--- src/rtl/irq_ctrl_pkg.sv ---
package irq_ctrl_pkg;
   localparam int ADDR_MASK  = 0;
   localparam int ADDR_EN    = 1;
   localparam int ADDR_FLAG  = 2;
   localparam int ADDR_PRIO0 = 4;
   localparam int PRIO_W     = 4;
   localparam int LVL_LSB    = 4;
   typedef logic [PRIO_W-1:0] prio_t;
endpackage

--- src/rtl/irq_cfg_regs.sv ---
module irq_cfg_regs #(
   parameter int N_SRC  = 8,
   parameter int DATA_W = 16,
   parameter int ADDR_W = 4
) (
   input  logic                                clk,
   input  logic                                rst_n,
   input  logic                                we,
   input  logic [ADDR_W-1:0]                   addr,
   input  logic [DATA_W-1:0]                   wdata,
   output logic [N_SRC-1:0]                    mask,
   output logic [N_SRC-1:0]                    en,
   output irq_ctrl_pkg::prio_t [N_SRC-1:0]     prio
);
   import irq_ctrl_pkg::*;
   localparam int PPW = DATA_W / PRIO_W;

   always_ff @(posedge clk) begin
      if (!rst_n) begin
         mask <= '1;
         en   <= '0;
      end else if (we) begin
         if (addr == ADDR_W'(ADDR_MASK)) mask <= wdata[N_SRC-1:0];
         if (addr == ADDR_W'(ADDR_EN))   en   <= wdata[N_SRC-1:0];
      end
   end

   for (genvar k = 0; k < N_SRC; k++) begin : g_prio
      localparam int WORD = k / PPW;
      localparam int NIB  = k % PPW;
      always_ff @(posedge clk) begin
         if (!rst_n) prio[k] <= '0;
         else if (we && addr == ADDR_W'(ADDR_PRIO0 + WORD))
            prio[k] <= wdata[NIB*PRIO_W +: PRIO_W];
      end
   end
endmodule

--- src/rtl/irq_flag_bank.sv ---
module irq_flag_bank #(
   parameter int N_SRC = 8
) (
   input  logic             clk,
   input  logic             rst_n,
   input  logic [N_SRC-1:0] evt,
   input  logic [N_SRC-1:0] en,
   input  logic [N_SRC-1:0] clr,
   output logic [N_SRC-1:0] flags
);
   always_ff @(posedge clk) begin
      if (!rst_n) flags <= '0;
      else        flags <= (flags & ~clr) | (evt & en);
   end
endmodule

--- src/rtl/irq_arbiter.sv ---
module irq_arbiter #(
   parameter int N_SRC = 8,
   parameter int IDX_W = $clog2(N_SRC)
) (
   input  logic [N_SRC-1:0]                flags,
   input  logic [N_SRC-1:0]                mask,
   input  irq_ctrl_pkg::prio_t [N_SRC-1:0] prio,
   input  irq_ctrl_pkg::prio_t             cur_lvl,
   output logic                            hit,
   output logic [IDX_W-1:0]                win_idx,
   output irq_ctrl_pkg::prio_t             win_prio
);
   logic [N_SRC-1:0] qual;

   for (genvar k = 0; k < N_SRC; k++) begin : g_qual
      assign qual[k] = flags[k] && !mask[k] && (prio[k] != '0) && (prio[k] > cur_lvl);
   end

   always_comb begin
      hit      = 1'b0;
      win_idx  = '0;
      win_prio = '0;
      for (int i = 0; i < N_SRC; i++) begin
         if (qual[i] && prio[i] > win_prio) begin
            hit      = 1'b1;
            win_idx  = IDX_W'(i);
            win_prio = prio[i];
         end
      end
   end
endmodule

--- src/rtl/prio_irq_ctrl.sv ---
module prio_irq_ctrl #(
   parameter int N_SRC    = 8,
   parameter int DATA_W   = 16,
   parameter int ADDR_W   = 4,
   parameter int SR_W     = 32,
   parameter int VEC_W    = 8,
   parameter int VEC_BASE = 64
) (
   input  logic              clk,
   input  logic              rst_n,
   input  logic [N_SRC-1:0]  src_event,
   input  logic              reg_we,
   input  logic [ADDR_W-1:0] reg_addr,
   input  logic [DATA_W-1:0] reg_wdata,
   output logic [DATA_W-1:0] reg_rdata,
   input  logic [SR_W-1:0]   status_word,
   input  logic              insn_boundary,
   input  logic              irq_ack,
   output logic              irq_req,
   output logic [VEC_W-1:0]  irq_vector,
   output logic [3:0]        irq_level
);
   import irq_ctrl_pkg::*;
   localparam int PPW   = DATA_W / PRIO_W;
   localparam int N_PW  = (N_SRC + PPW - 1) / PPW;
   localparam int IDX_W = $clog2(N_SRC);

   if (N_SRC < 2 || N_SRC > DATA_W) begin : g_bad_src
      $error("N_SRC must lie in 2..DATA_W");
   end
   if (DATA_W % PRIO_W != 0) begin : g_bad_data
      $error("DATA_W must be a multiple of 4");
   end
   if (ADDR_PRIO0 + N_PW > (1 << ADDR_W)) begin : g_bad_addr
      $error("ADDR_W too narrow for urgency words");
   end
   if (VEC_BASE + N_SRC > (1 << VEC_W)) begin : g_bad_vec
      $error("vector range exceeds VEC_W");
   end
   if (SR_W < 8) begin : g_bad_sr
      $error("status word must hold bits 7:4");
   end

   logic [N_SRC-1:0] mask_q, en_q, flag_q, clr_vec;
   prio_t [N_SRC-1:0] prio_q;
   logic              win_hit;
   logic [IDX_W-1:0]  win_idx;
   prio_t             win_prio, cur_lvl;
   logic              unused_sr;

   assign cur_lvl   = status_word[LVL_LSB +: PRIO_W];
   assign unused_sr = ^{status_word[SR_W-1:LVL_LSB+PRIO_W], status_word[LVL_LSB-1:0]};
   assign clr_vec   = (reg_we && reg_addr == ADDR_W'(ADDR_FLAG)) ? reg_wdata[N_SRC-1:0] : '0;

   irq_cfg_regs #(.N_SRC(N_SRC), .DATA_W(DATA_W), .ADDR_W(ADDR_W)) i_cfg (
      .clk(clk), .rst_n(rst_n), .we(reg_we), .addr(reg_addr), .wdata(reg_wdata),
      .mask(mask_q), .en(en_q), .prio(prio_q));

   irq_flag_bank #(.N_SRC(N_SRC)) i_flags (
      .clk(clk), .rst_n(rst_n), .evt(src_event), .en(en_q), .clr(clr_vec), .flags(flag_q));

   irq_arbiter #(.N_SRC(N_SRC), .IDX_W(IDX_W)) i_arb (
      .flags(flag_q), .mask(mask_q), .prio(prio_q), .cur_lvl(cur_lvl),
      .hit(win_hit), .win_idx(win_idx), .win_prio(win_prio));

   always_comb begin
      reg_rdata = '0;
      if (reg_addr == ADDR_W'(ADDR_MASK)) reg_rdata[N_SRC-1:0] = mask_q;
      if (reg_addr == ADDR_W'(ADDR_EN))   reg_rdata[N_SRC-1:0] = en_q;
      if (reg_addr == ADDR_W'(ADDR_FLAG)) reg_rdata[N_SRC-1:0] = flag_q;
      for (int k = 0; k < N_SRC; k++) begin
         if (reg_addr == ADDR_W'(ADDR_PRIO0 + k / PPW))
            reg_rdata[(k % PPW)*PRIO_W +: PRIO_W] = prio_q[k];
      end
   end

   always_ff @(posedge clk) begin
      if (!rst_n) begin
         irq_req    <= 1'b0;
         irq_vector <= '0;
         irq_level  <= '0;
      end else if (irq_req) begin
         if (irq_ack) irq_req <= 1'b0;
      end else if (insn_boundary && win_hit) begin
         irq_req    <= 1'b1;
         irq_vector <= VEC_W'(VEC_BASE) + VEC_W'(win_idx);
         irq_level  <= win_prio;
      end
   end
endmodule

--- config.mk ---
export PLATFORM = sky130hd
export DESIGN_NAME = prio_irq_ctrl
export DESIGN_NICKNAME = d
export VERILOG_FILES = /design/src/rtl/irq_ctrl_pkg.sv /design/src/rtl/irq_cfg_regs.sv /design/src/rtl/irq_flag_bank.sv /design/src/rtl/irq_arbiter.sv /design/src/rtl/prio_irq_ctrl.sv
export SDC_FILE = /design/constraint.sdc
export NUM_CORES = 1
export LEC_CHECK = 0
export ABC_AREA = 0
export ABC_CLOCK_PERIOD_IN_PS = 37800
export BUFFER_PORTS_ARGS = -buffer_cell sky130_fd_sc_hd__buf_2
export CORE_AREA = 3 3 93 95
export CTS_BUF_LIST = sky130_fd_sc_hd__clkbuf_4 sky130_fd_sc_hd__clkbuf_8 sky130_fd_sc_hd__clkbuf_16
export CTS_CLUSTER_SIZE = 8
export DETAILED_ROUTE_END_ITERATION = 12
export DIE_AREA = 0 0 96 98
export PLACE_DENSITY = 0.86
export SYNTH_ARGS = -nofsm -noshare
export SYNTH_HDL_FRONTEND = slang
export SYNTH_SLANG_ARGS = --single-unit
--- constraint.sdc ---
create_clock -name clk -period 37.8 [get_ports clk]
set_clock_uncertainty 0.05 [all_clocks]
set_input_delay 3.78 -clock clk [delete_from_list [all_inputs] [get_ports clk]]
set_output_delay 3.78 -clock clk [all_outputs]
set_load 0.005 [all_outputs]
==> flow_summary.toml, run 1 <==
[cells_and_area]
fillers = 628
synthToLayoutAreaGrowth_pct = 11.4
num_antenna_cells = 0
layout-drive-gt1-share_pct = 15.2
nNetsFinal = 786

[route]
wl_per_cell_microns = 17.7
num_vias = 4914
ant_nets = 0
via_per_inst = 6.37
drt_wl_total_microns = 13700
first_pass_iters = 5
drt_iter0_markers = 507
drc_errors = 0

[setup_path]
endpoint_kind = "register"
critPathKind = "in -> reg"
worstPathMaxFanout = 15
rr_endpoint = "irq_vector[2]"
max_stage_delay_ns = 0.88
cp_common_cell = "ha_1"
critPathBufInv = 4
path_delay_family = "compound AO/OA/AOI/OAI gates"
ff2ff_path_depth = 58
regToRegSetupSlack_ns = 23.70
critPathLaunchType = "input port"
r2r_start = "i_cfg.prio[1]"
cp_data_required_time_ns = 37.98
cp_data_arrival_time_ns = 17.79
crit_slowest_cell = "a31oi_1"

[yosys]
synth_area_sq_mm = 0.00479
syn_area_per_cell_sq_um = 7.75
ys_top_cells_by_count = "102 x nand2_1, 69 x a21oi_1, 65 x dfxtp_1"
synth-main-ff-cell = "dfxtp_1"
yosysUniqueCellTypes = 56
synth_most_common_cell = "nand2_1"
synthArstFlopShare_pct = 0
synth_area_leaders = "dfxtp_1 27%, ha_1 15%, nand2_1 8.0%"
yosysWarnings = 0
yosysSeqAreaShare_pct = 27.2
yosys.area.top_type_share_pct = 27.2
synth_area_leader_cell = "dfxtp_1"
ys_ff_latch = 65
synth_edf_count = 0
syn-instance-count = 618

[power]
clkPwrFrac_pct = 41.6
power.switching_uw = 39.5
intPower_uw = 108
p_total_uw = 147
power_density_mw_per_mm2 = 27.6
peakVddDrop_mv = 0.0256
switching_share_pct = 26.8
combPwrFrac_pct = 10.5
leakage_uw = 0.00227
pwr-share-seq_pct = 47.9

[timing]
maxSlewHeadroom_pct = 24.9
setup_violations = 0
drv_slew = 0
max_freq_ghz = 0.0568
finalHoldViolCount = 0
setup_tns_ns = 0
tightestPinTransition_ns = 1.12
final.min_clock_period_ns = 17.61
hold_slack_ns = 0.409
layout_setup_ws_ns = 20.19
rsz0062_at_grt = "false"
finalCritPeriodShare_pct = 46.6

[placed_design]
place.gp.congestion = 0.899
hpwl_microns = 10400
post-place-ws_ns = 19.95
port_buffers = 61

[worst_hold_path]
hold_class = "reg -> reg"
hold_path_end = "irq_vector[6]"
hold_depth = 1
min_from = "irq_vector[6]"

[clocking]
cts_resized = 0
h-tree-depth = 3
cts-root-buf = "clkbuf_8"
cts_sinks = 65
post-cts-setup-buffers = 0
clock_latency_ns = 0.35
cts_tree = "built"
cts.reportedPaths.clkPinSlew_ns = 0.07
clock_path_buffers = 2
numCtsBuffers = 9
cts_hold_buf = 0

[grt]
grt_max_degree = 31
grt_pass1_vias = 4809
antenna_found_initial = 0
groute.layer.met2.usage_pct = 47.7
use_met3_pct = 7.40
grt_first_pass_wirelength_microns = 22700
grtUsageTotal_pct = 30.2
grt.overflow.total = 0
gr-max-usage-layer = "met2"
use_met1_pct = 38.9

[outcome]
run_status = "finished clean"

[floorplan]
fp.coreArea_sq_mm = 0.00781
initial_utilization_pct = 61.4
io_pins = 94
die_w_microns = 96
die-area_sq_mm = 0.00941
rows = 32
die_h_microns = 98

[job]
maxCapViolations = 0
-- area by class of cell --
cell class / instances / area [sq um] / area share [%]
clock buffers: 10 / 138 / 2.58
clock inverters: 6 / 66.3 / 1.24
inverters: 31 / 116 / 2.18
multi-input cells: 494 / 3260 / 61.1
flip-flops and latches: 65 / 1300 / 24.4
well taps: 102 / 128 / 2.39
repair buffers: 64 / 328 / 6.14
-- layout by cell type (no fill, tap or decap), types with 3 or more instances in the layout --
master / Yosys / layout
buf_2: 0 / 61
nor2b_1: 21 / 21
mux2_2: 6 / 6
a22o_1: 9 / 9
nand2_1: 102 / 102
nand4b_1: 3 / 3
a211oi_1: 5 / 5
a31oi_1: 4 / 4
inv_1: 31 / 31
nand3b_1: 4 / 4
o21ai_0: 24 / 24
nand4_1: 12 / 12
conb_1: 1 / 4
a22oi_1: 19 / 19
nor3_1: 7 / 7
clkinvlp_4: 0 / 3
o211ai_1: 7 / 7
nor2_1: 41 / 41
clkbuf_8: 0 / 10
mux2i_1: 17 / 17
o221ai_1: 3 / 3
o21a_1: 6 / 6
nand2b_1: 7 / 7
nor4_1: 8 / 8
a21oi_1: 69 / 69
buf_4: 4 / 3
or3_1: 4 / 4
nand3_1: 13 / 13
dfxtp_1: 65 / 65
a21o_1: 3 / 3
mux2_4: 4 / 4
or2_2: 3 / 3
ha_1: 56 / 56
-- routing by layer --
metal / routed length (microns) / up-vias
met3: 1140 / 43
met1: 5720 / 2281
met5: 0 / -
li1: - / 2332
met4: 346 / 0
met2: 6500 / 258
-- how the worst max path moves through the flow --
stage / slack, ns / from / endpoint / cells after the start
global route: 18.94 / status_word[7] / irq_vector[0] / 61
floorplan: 22.26 / status_word[7] / irq_level[1] / 62
detailed placement: 19.95 / status_word[7] / irq_vector[2] / 60
CTS: 20.33 / status_word[7] / irq_vector[2] / 60
finish: 20.19 / status_word[7] / irq_vector[2] / 60
global placement: 20.42 / status_word[7] / irq_vector[2] / 60
-- power by group through the flow --
stage / combinational [uW] / clock [uW] / sequential, uW
2_1_floorplan: 9.60 / 0 / 71.5
3_3_place_gp: 14.1 / 0 / 71.9
3_5_place_dp: 15.0 / 0 / 72.0
4_1_cts: 15.1 / 61.3 / 70.4
5_1_grt: 17.2 / 64.3 / 70.5
6_report: 15.4 / 61.2 / 70.4
-- sequential cells by signal (all words and copies together), names as in the netlist --
register / cells
i_cfg.prio: 32
i_cfg.en: 8
i_cfg.mask: 8
i_flags.flags: 8
irq_level: 4
irq_vector: 4
irq_req: 1
-- cell families after synthesis --
family / share of synthesized area, %
adders and majority gates: 14.6
AOI/OAI and AO/OA: 22.1
muxes: 6.21
other: 0.0783
DFF: 27.2
xor gates and xnor gates: 0.366
buffers and inverters: 5.33
and+or+nand+nor: 24.1
-- per-stage QoR --
step / util, % / instance area, sq um / instances
after floorplan: - / 4800 / 621
after global routing: 68.3 / 5340 / 772
after CTS: 68.3 / 5340 / 772
final: 68.3 / 5340 / 772
after global placement: 65.7 / 5130 / 756
after detailed placement: 65.7 / 5130 / 756
-- worst register-to-register path: cells and delay by family, from the launching register on --
family	cells	cell delay (ns)
compound gates	21	4.92
fa+ha+maj	8	2.30
buf+inv	2	0.21
flops	1	0.36
mux	6	2.11
simple gates	21	4.05
Power figures use the tool's default switching activity.
==> inputs of run 2 (changes only) <==
- ABC_CLOCK_PERIOD_IN_PS: 37800 -> 14350
- CORE_AREA: 3 3 93 95 -> 3 3 101 103
- DIE_AREA: 0 0 96 98 -> 0 0 104 106
- PLACE_DENSITY: 0.86 -> 0.77
- clock period: 37.8 -> 14.35 ns (I/O delays scaled with it)
==> run 2 against run 1 <==
Effect of this change: non-clock buffer count is 15 higher; clock-buffer cell count is 1 higher; critical endpoint unchanged; register-to-register slack worse by 22 ns.
==> flow_summary.toml, run 2 (synthesis gave the netlist of run 1 again) <==
[outcome]
run_status = "finished clean"

[timing]
maxSlewHeadroom_pct = 41.4
drv_slew = 0
hold_slack_ns = 0.423
tightestPinTransition_ns = 0.879
max_freq_ghz = 0.0743
finalCritPeriodShare_pct = 93.9
setup_violations = 0
finalHoldViolCount = 0
final.min_clock_period_ns = 13.47
layout_setup_ws_ns = 0.882

[setup_path]
cp_data_required_time_ns = 14.52
worstPathMaxFanout = 15
max_stage_delay_ns = 0.44
crit_slowest_cell = "or3_1"
critPathKind = "in -> reg"
rr_endpoint = "irq_vector[2]"
regToRegSetupSlack_ns = 1.77
cp_data_arrival_time_ns = 13.63
endpoint_kind = "register"
critPathLaunchType = "input port"
cp_common_cell = "ha_1"
r2r_start = "i_cfg.prio[3]"
ff2ff_path_depth = 61

[floorplan]
die_w_microns = 104
rows = 35
fp.coreArea_sq_mm = 0.00928
die_h_microns = 106
io_pins = 94
initial_utilization_pct = 51.6
die-area_sq_mm = 0.0110

[cells_and_area]
synthToLayoutAreaGrowth_pct = 14.4
max_flop_register = "i_cfg.prio"
nNetsFinal = 801
num_antenna_cells = 0
fillers = 832
regArea_sq_mm = 0.00130
layout-drive-gt1-share_pct = 17.2
largest_reg_flops = 32
final_cell_mix = "102 x nand2_1, 69 x a21oi_1, 65 x dfxtp_1"
multi_input_area_sq_mm = 0.00327
final_common_cell = "nand2_1"
stdcell_area_sq_mm = 0.00548

[route]
num_vias = 4876
drt_iter0_markers = 319
via_per_inst = 5.99
drc_errors = 0
ant_nets = 0
wl_per_cell_microns = 16.9
drt_wl_total_microns = 13800
first_pass_iters = 5

[grt]
grt.overflow.total = 0
grtUsageTotal_pct = 24.6
grt_max_degree = 30
grt_first_pass_wirelength_microns = 22400
antenna_found_initial = 0
grt_pass1_vias = 4605

[clocking]
cts_tree = "built"
cts.reportedPaths.clkPinSlew_ns = 0.07
cts-root-buf = "clkbuf_8"
cts_hold_buf = 0
h-tree-depth = 3
clock_latency_ns = 0.35
clock_path_buffers = 2
numCtsBuffers = 9
cts_sinks = 65

[worst_hold_path]
hold_class = "reg -> reg"
hold_depth = 1
min_from = "irq_vector[6]"
hold_path_end = "irq_vector[6]"

[placed_design]
port_buffers = 61
post-place-ws_ns = 0.448
place.gp.congestion = 0.940
hpwl_microns = 10600
place_area_sq_mm = 0.00527

[power]
peakVddDrop_mv = 0.0615
leakage_uw = 0.00234
power_density_mw_per_mm2 = 68.3

[job]
maxCapViolations = 0
-- run 2: how the worst max path moves through the flow --
stage,slack [ns],endpoint,from
CTS,0.77,irq_level[2],status_word[7]
global placement,0.77,irq_vector[2],status_word[4]
detailed placement,0.45,irq_vector[2],status_word[4]
global route,-0.03,irq_level[2],status_word[5]
finish,0.88,irq_vector[2],status_word[4]
floorplan,1.16,irq_level[1],status_word[7]
-- run 2: area by class of cell --
class / count / share of cell area, %
multi-input combinational: 494 / 59.7
sequential: 65 / 23.7
timing repair buffer: 79 / 8.03
tap: 129 / 2.94
clock buffer: 11 / 2.76
inverter: 31 / 2.12
clock inverter: 5 / 0.708
-- run 2: routing by layer --
metal | track usage, % | wire, microns | up-vias | share of wire [%]
met4 | 12.5 | 569 | 0 | 4.1
met1 | 30.4 | 5810 | 2254 | 42
met2 | 41.2 | 6430 | 216 | 47
met3 | 4.25 | 968 | 44 | 7.0
li1 | - | - | 2362 | -
met5 | 0 | 0 | - | 0
-- run 2: critical path, delay by kind of cell --
kind | cells | cell delay [ns]
AO/OA/AOI/OAI | 23 | 3.78
AND/OR/NAND/NOR | 19 | 3.10
adder cells (fa/ha/maj) | 8 | 2.35
multiplexers | 6 | 1.87
buffers and inverters | 6 | 1.08
-- run 2: timing repair --
action / CTS / global route
resized for setup: 0 / 2
setup buffers: 0 / 1
setup endpoints to repair: 0 / 9
-- run 2: stage by stage --
stage | total power (uW) | setup TNS, ns | util (%) | cells
global placement | 228 | 0 | 56.8 | 797
global route | 390 | -0.0274 | 59.0 | 814
CTS | 375 | 0 | 58.8 | 813
floorplan | 214 | 0 | - | 621
finish | 375 | 0 | 59.0 | 814
detailed placement | 230 | 0 | 56.8 | 797
-- run 2: report_power, final --
group          leakage [uW]  total [uW]  switching, uW  internal [uW]
registers          0.000525         185           3.10            182
clock network     0.0000959         147           74.5           73.0
logic               0.00172        41.7           25.2           16.4
